File: src/rtl/fbp_pkg.sv
`timescale 1ns/1ps
package fbp_pkg;
  localparam int WORD_W  = 32;
  localparam int FMT_W   = 3;

  localparam logic [1:0] LD_FULL = 2'd0;
  localparam logic [1:0] LD_PAL  = 2'd1;
  localparam logic [1:0] LD_DATA = 2'd2;

  localparam logic [FMT_W-1:0] FMT_8BPP = 3'd3;

  typedef enum logic [1:0] {ST_IDLE, ST_HDR, ST_DATA, ST_HOLD} hdr_state_e;

  // bit step per pixel for a format code; direct colour uses a 16-bit slot
  function automatic logic [4:0] step_of(input logic [FMT_W-1:0] fmt);
    case (fmt)
      3'd0:    step_of = 5'd1;
      3'd1:    step_of = 5'd2;
      3'd2:    step_of = 5'd4;
      3'd3:    step_of = 5'd8;
      default: step_of = 5'd16;
    endcase
  endfunction
endpackage

File: src/rtl/fbp_lane_swap.sv
`timescale 1ns/1ps
module fbp_lane_swap
  import fbp_pkg::*;
(
  input  logic [WORD_W-1:0] din,
  input  logic [1:0]        order,
  output logic [WORD_W-1:0] dout
);
  localparam int LANES = WORD_W / 8;

  for (genvar k = 0; k < LANES; k++) begin : g_lane
    logic [1:0] src;
    always_comb begin
      case (order)
        2'd1:    src = (k < 2) ? 2'(k ^ 1) : 2'(k);
        2'd2:    src = 2'(LANES - 1 - k);
        2'd3:    src = 2'(k ^ 2);
        default: src = 2'(k);
      endcase
    end
    assign dout[8*k +: 8] = din[8*src +: 8];
  end
endmodule

File: src/rtl/fbp_pal_bank.sv
`timescale 1ns/1ps
module fbp_pal_bank #(
  parameter int AW = 7,
  parameter int DW = 12
) (
  input  logic          clk,
  input  logic          we,
  input  logic [AW-1:0] waddr,
  input  logic [DW-1:0] wdata,
  input  logic          re,
  input  logic [AW-1:0] raddr,
  output logic [DW-1:0] rdata
);
  localparam int DEPTH = 2 ** AW;
  logic [DW-1:0] mem [DEPTH];

  always_ff @(posedge clk) begin
    if (we) mem[waddr] <= wdata;
    if (re) rdata <= mem[raddr];
  end
endmodule

File: src/rtl/fbp_hdr_ctrl.sv
`timescale 1ns/1ps
module fbp_hdr_ctrl
  import fbp_pkg::*;
#(
  parameter int PAL_AW          = 8,
  parameter int SHORT_HDR_WORDS = 8
) (
  input  logic              clk,
  input  logic              rst,
  input  logic              frame_start,
  input  logic [1:0]        ld_mode,
  input  logic              in_valid,
  input  logic [FMT_W-1:0]  fmt_field,
  input  logic              buf_free,
  output logic              in_ready,
  output logic              pal_we,
  output logic [PAL_AW-2:0] pal_waddr,
  output logic              data_load,
  output logic [FMT_W-1:0]  fmt_q,
  output logic [PAL_AW:0]   pal_cnt,
  output logic              pal_loaded
);
  localparam int BA = PAL_AW - 1;
  localparam logic [BA-1:0] LONG_LAST  = BA'((2 ** PAL_AW) / 2 - 1);
  localparam logic [BA-1:0] SHORT_LAST = BA'(SHORT_HDR_WORDS - 1);

  hdr_state_e      st;
  logic [1:0]      mode_q;
  logic [BA-1:0]   hw;
  logic            acc, last;
  logic [FMT_W-1:0] fmt_now;

  assign in_ready  = !frame_start &&
                     ((st == ST_HDR) || ((st == ST_DATA) && buf_free));
  assign acc       = in_valid && in_ready;
  assign fmt_now   = (hw == '0) ? fmt_field : fmt_q;
  assign last      = (hw == ((fmt_now == FMT_8BPP) ? LONG_LAST : SHORT_LAST));
  assign pal_we    = (st == ST_HDR) && acc;
  assign pal_waddr = hw;
  assign data_load = (st == ST_DATA) && acc;

  always_ff @(posedge clk) begin
    if (rst) begin
      st         <= ST_IDLE;
      mode_q     <= LD_FULL;
      hw         <= '0;
      fmt_q      <= '0;
      pal_cnt    <= '0;
      pal_loaded <= 1'b0;
    end else begin
      pal_loaded <= 1'b0;
      if (frame_start) begin
        mode_q <= ld_mode;
        hw     <= '0;
        if (ld_mode == LD_DATA) begin
          st <= ST_DATA;
        end else begin
          st      <= ST_HDR;
          pal_cnt <= '0;
        end
      end else if (pal_we) begin
        if (hw == '0) fmt_q <= fmt_field;
        pal_cnt <= pal_cnt + (PAL_AW+1)'(2);
        hw      <= hw + BA'(1);
        if (last) begin
          pal_loaded <= 1'b1;
          st         <= (mode_q == LD_PAL) ? ST_HOLD : ST_DATA;
        end
      end
    end
  end
endmodule

File: src/rtl/fbp_unpacker.sv
`timescale 1ns/1ps
module fbp_unpacker
  import fbp_pkg::*;
#(
  parameter int PAL_AW  = 8,
  parameter int COLOR_W = 12
) (
  input  logic               clk,
  input  logic               rst,
  input  logic               flush,
  input  logic               load,
  input  logic [WORD_W-1:0]  word,
  input  logic [FMT_W-1:0]   fmt,
  input  logic               req,
  output logic               avail,
  output logic               fire,
  output logic [PAL_AW-1:0]  idx,
  output logic [COLOR_W-1:0] direct,
  output logic               is_direct
);
  logic [WORD_W-1:0]  wbuf;
  logic               wval;
  logic [4:0]         pos;
  logic [4:0]         step;
  logic [5:0]         nxt;
  logic [COLOR_W-1:0] sh;
  logic [PAL_AW-1:0]  mask;

  assign step      = step_of(fmt);
  assign nxt       = {1'b0, pos} + {1'b0, step};
  assign sh        = COLOR_W'(wbuf >> pos);
  assign avail     = wval;
  assign fire      = req && wval;
  assign is_direct = fmt[2];
  assign direct    = sh;

  always_comb begin
    if (step >= 5'(PAL_AW)) mask = '1;
    else                    mask = PAL_AW'((1 << step) - 1);
  end
  assign idx = sh[PAL_AW-1:0] & mask;

  always_ff @(posedge clk) begin
    if (rst || flush) begin
      wval <= 1'b0;
      pos  <= '0;
    end else if (load) begin
      wbuf <= word;
      wval <= 1'b1;
      pos  <= '0;
    end else if (fire) begin
      if (nxt[5]) begin
        wval <= 1'b0;
        pos  <= '0;
      end else begin
        pos <= nxt[4:0];
      end
    end
  end
endmodule

File: src/rtl/fb_header_palette.sv
`timescale 1ns/1ps
module fb_header_palette
  import fbp_pkg::*;
#(
  parameter int PAL_AW          = 8,
  parameter int COLOR_W         = 12,
  parameter int SHORT_HDR_WORDS = 8
) (
  input  logic               clk,
  input  logic               rst,
  input  logic               frame_start,
  input  logic [1:0]         cfg_load_mode,
  input  logic [1:0]         cfg_lane_order,
  input  logic               in_valid,
  input  logic [31:0]        in_data,
  output logic               in_ready,
  input  logic               pix_req,
  output logic               pix_avail,
  output logic               pix_valid,
  output logic [COLOR_W-1:0] pix_color,
  output logic [2:0]         cur_fmt,
  output logic               pal_loaded
);
  localparam int BANK_AW = PAL_AW - 1;
  localparam int ENT_W   = WORD_W / 2;

  logic [WORD_W-1:0]  sw;
  logic               pal_we, data_load;
  logic [BANK_AW-1:0] pal_waddr;
  logic [PAL_AW:0]    pal_cnt;
  logic               fire, is_direct;
  logic [PAL_AW-1:0]  idx, eff_idx;
  logic [COLOR_W-1:0] direct;
  logic [COLOR_W-1:0] bank_rd [2];
  logic               bank_sel_q, direct_sel_q, pv_q;
  logic [COLOR_W-1:0] direct_q;

  fbp_lane_swap u_swap (
    .din   (in_data),
    .order (cfg_lane_order),
    .dout  (sw)
  );

  fbp_hdr_ctrl #(
    .PAL_AW          (PAL_AW),
    .SHORT_HDR_WORDS (SHORT_HDR_WORDS)
  ) u_hdr (
    .clk         (clk),
    .rst         (rst),
    .frame_start (frame_start),
    .ld_mode     (cfg_load_mode),
    .in_valid    (in_valid),
    .fmt_field   (sw[14:12]),
    .buf_free    (!pix_avail),
    .in_ready    (in_ready),
    .pal_we      (pal_we),
    .pal_waddr   (pal_waddr),
    .data_load   (data_load),
    .fmt_q       (cur_fmt),
    .pal_cnt     (pal_cnt),
    .pal_loaded  (pal_loaded)
  );

  fbp_unpacker #(
    .PAL_AW  (PAL_AW),
    .COLOR_W (COLOR_W)
  ) u_unpack (
    .clk       (clk),
    .rst       (rst),
    .flush     (frame_start),
    .load      (data_load),
    .word      (sw),
    .fmt       (cur_fmt),
    .req       (pix_req),
    .avail     (pix_avail),
    .fire      (fire),
    .idx       (idx),
    .direct    (direct),
    .is_direct (is_direct)
  );

  // indices past the loaded entry count fall back to entry 0
  assign eff_idx = ({1'b0, idx} < pal_cnt) ? idx : '0;

  for (genvar b = 0; b < 2; b++) begin : g_bank
    fbp_pal_bank #(
      .AW (BANK_AW),
      .DW (COLOR_W)
    ) u_bank (
      .clk   (clk),
      .we    (pal_we),
      .waddr (pal_waddr),
      .wdata (sw[b*ENT_W +: COLOR_W]),
      .re    (fire && !is_direct),
      .raddr (eff_idx[PAL_AW-1:1]),
      .rdata (bank_rd[b])
    );
  end

  always_ff @(posedge clk) begin
    if (rst) begin
      pv_q         <= 1'b0;
      bank_sel_q   <= 1'b0;
      direct_sel_q <= 1'b0;
      direct_q     <= '0;
    end else begin
      pv_q <= fire;
      if (fire) begin
        bank_sel_q   <= eff_idx[0];
        direct_sel_q <= is_direct;
        direct_q     <= direct;
      end
    end
  end

  assign pix_valid = pv_q;
  assign pix_color = direct_sel_q ? direct_q : bank_rd[bank_sel_q];
endmodule

File: config.mk
export PLATFORM = sky130hd
export DESIGN_NAME = fb_header_palette
export DESIGN_NICKNAME = d
export VERILOG_FILES = /design/src/rtl/fbp_pkg.sv /design/src/rtl/fbp_lane_swap.sv /design/src/rtl/fbp_pal_bank.sv /design/src/rtl/fbp_hdr_ctrl.sv /design/src/rtl/fbp_unpacker.sv /design/src/rtl/fb_header_palette.sv
export SDC_FILE = /design/constraint.sdc
export NUM_CORES = 2
export LEC_CHECK = 0
export BUFFER_PORTS_ARGS = -buffer_cell sky130_fd_sc_hd__buf_2
export CAP_MARGIN = 5
export CORE_MARGIN = 2
export CORE_UTILIZATION = 55
export CTS_CLUSTER_DIAMETER = 50
export DETAILED_ROUTE_END_ITERATION = 16
export PLACE_DENSITY_LB_ADDON = 0.08
export SYNTH_ARGS = -nofsm -noshare
export SYNTH_HDL_FRONTEND = slang
export SYNTH_HIERARCHICAL = 1
export SYNTH_SLANG_ARGS = --single-unit
File: constraint.sdc
create_clock -name clk -period 10.9 [get_ports clk]
set_input_delay 2.18 -clock clk [delete_from_list [all_inputs] [get_ports clk]]
set_output_delay 2.18 -clock clk [all_outputs]
set_load 0.01 [all_outputs]
==> run summary <==
Outcome -> completed
Pwr/cell area -> 185 mW/mm²
Worst hold path type -> reg2reg
Top Usage Layer GRT -> met1
Dpl hpwl -> 178 mm
Port bufs -> 59
Final Slew Violations -> 0
Vert. Die Dim -> 480 µm
Clk root buf -> clkbuf_16
Synth area leader -> edfxtp_1
Std-Cell Rows -> 174
RSZ-0062 raised after global routing -> no
Post-synthesis cell type count -> 72
Synth Warn # -> 6
Fin Setup TNS -> 0 ns
Starting DRT DRC Count -> 7711
Synth Instances -> 5314
Sink Count -> 3172
Max Cap Viol -> 0
Hold Vio Cnt, Final -> 0
Kind of critical path -> reg2reg
Hold Buf Count CTS -> 0
Max FO, Critical Path -> 38
Worst-Margin Slew -> 1.34 ns
Initial antenna violation count -> 16
Remaining DRCs -> 0
Peak supply drop -> 173 µV
Total number of vias -> 58900
Overflow after GRT -> 0
#FFs+latches synth -> 3172
CTS buffer count -> 353
TritonCTS clock tree -> done
Largest net degree at the start of global routing -> 124
Synth Area in Simple Gates -> 1.86%
Xor-xnor portion of the synthesized cell area -> 0.0492%
Post-route cell area -> 0.141 mm²
# nets final -> 5750
Mux share of post-synthesis cell area -> 20.0%
Reg clk slew, reported paths -> 0.06 ns
M1 GR Usage -> 41.8%
Slew HR -> 10.2%
Post-cts sizing count -> 0
Top post-synthesis cells by count -> edfxtp_1 (3128), mux4_2 (1048), nor2_1 (299)
Area of the core -> 0.225 mm²
CP Capture Type -> flop
Compound-Gate Fraction of Synth Area -> 0.553%
Die area -> 0.230 mm²
Via density -> 6.58
Final WL -> 303 mm
Final ANT Viol Nets -> 0
Post-synth net total -> 5375
Met2 GRT Util -> 39.8%
Clock Skews -> 0.0477 ns
Most frequent cell after synthesis -> edfxtp_1
Placed instance area -> 0.130 mm²
Post-synth EDFFs -> 3128
Final setup margin -> 3.08 ns
Adder-cell share of the synthesized area -> 0.207%
Post-synthesis area per instance -> 23.5 µm²
Dpl ws -> 3.08 ns
Latest clock arrival within the worst-skew pair -> 0.97 ns
Area Overhead vs Synth -> 13.0%
Share of layout cells above drive strength 1 -> 33.9%
Critical Path RT -> 11.62 ns
Max Fclk -> 128 MHz
I/O pins -> 60
GRT Resource Usage Total -> 26.7%
First-pass GRT wire length -> 436 mm
# placed instances -> 8322
Clk buf depth -> 4
Met3 usage -> 4.49%
Die width -> 480 µm
Seq/Total Area, Yosys -> 76.1%
WP data arrival -> 8.53 ns
Cell Area, Synth -> 0.125 mm²
H-Tree Depth -> 5
Combinational family with the most area after synthesis -> multiplexers
Vias in the first global route -> 58200
Post-synth top area share -> 75.4%
Post-CTS Setup Inserts -> 0
Largest cells by area after synthesis -> edfxtp_1 (75%), mux4_2 (19%), nor2_1 (0.90%)
Final non-filler cell total -> 8945
Critical Path Start Type -> flop
Final Cycle Share -> 71.7%
Final-report setup violation count -> 0
Async S/R FF share, synth -> 0%
Main synth FF type -> edfxtp_1
Initial Util -> 55.4%
Final min period -> 7.82 ns
Leak pwr -> 0.0422 µW
Hold slack -> 0.497 ns
First-pass DRT Iterations -> 5
RePlAce Congestion -> 0.861
Routed len/inst -> 33.9 µm
-- critical path, cell delays in order (launching register included) --
cell       delay, ns
dfxtp_2         0.63
buf_4           0.47
mux4_1          0.66
mux2_4          0.30
o2bb2ai_1       0.12
a311o_1         0.31
o21a_1          0.15
ha_1            0.30
a211oi_1        0.29
o211ai_2        0.17
a21boi_2        0.30
and2_4          0.84
buf_12          0.32
buf_4           0.57
mux4_2          0.60
mux4_2          0.52
mux4_2          0.62
mux2_2          0.31
-- routing by layer --
metal,routed length [µm],up-vias
met5,26,-
met4,6820,4
met3,25200,383
met2,141000,2630
met1,130000,32300
li1,-,23600
-- path summary, 6_finish.rpt --
path,cells past startpoint,slack (ns),endpoint,from
worst max-delay path,17,3.08,g_bank[0].u_bank/rdata[11],u_unpack/pos[1]
worst min-delay path,2,0.50,direct_q[6],direct_q[6]
worst max register to register,17,3.08,g_bank[0].u_bank/rdata[11],u_unpack/pos[1]
worst min register to register,2,0.50,direct_q[6],direct_q[6]
-- layout make-up --
class | instances | area (µm²)
clock inverter | 192 | 1680
sequential | 3172 | 94800
tap | 2992 | 3740
fill | 15100 | 84300
inverter | 22 | 82.6
multi-input combinational | 1825 | 28700
antenna | 5 | 12.5
timing repair buffer | 315 | 2510
clock buffer | 422 | 9230
-- cells by family (layout without fill, tap and decap cells) --
family	after synthesis	after routing
AOI/OAI and AO/OA	106	106
xor gates and xnor gates	7	7
adders and majority gates	20	20
buffers and inverters	317	951
DFF	3172	3172
muxes	1157	1157
other	2	7
and+or+nand+nor	533	533
-- report_power, final --
part	switching [µW]	internal [µW]	leakage, µW
clock network	4670	6590	0.00531
logic	790	355	0.00849
registers	2.67	13700	0.0284
-- sequential cells by signal, indices dropped and copies added, names as in the netlist, 2 cells and up --
register and flops:
u_hdr/fmt_q 3, u_hdr/st 2, direct_q 12, u_unpack/pos 5, g_bank.u_bank/rdata 24, u_hdr/pal_cnt 8, u_hdr/pal_waddr 7, u_unpack/wbuf 32
g_bank.u_bank/mem 3072, u_hdr/mode_q 2
-- placed cells by master (no fill, tap or decap), drive strengths merged, types with 4 or more instances in the layout --
master    synthesis  layout
a31oi             5       5
nor4              4       4
a21oi            18      18
nand3b            5       5
nor2b            25      25
edfxtp         3128    3128
nor3             23      23
and3              6       6
mux2i            60      60
bufinv            0      23
and2             12      12
a22oi             5       5
mux2             34      34
nor2            300     300
or2               4       4
diode             0       5
ha               19      19
or3               7       7
nor3b             5       5
dfxtp            44      44
nand4             8       8
nand2            93      93
mux4           1063    1063
a22o              5       5
clkinv            1     123
nand2b            5       5
buf             143     313
clkbuf          152     424
nand3            34      34
clkinvlp          0      19
xor2              4       4
inv              21      49
o21ai            40      40
-- metrics by stage --
stage	utilization (%)	power [µW]
after CTS	62.5	26300
after global routing	62.5	26900
final	62.6	26100
after detailed placement	57.7	15100
after global placement	57.7	15100
after floorplan	-	14700
Note: power is estimated with default switching activity, not from simulation.
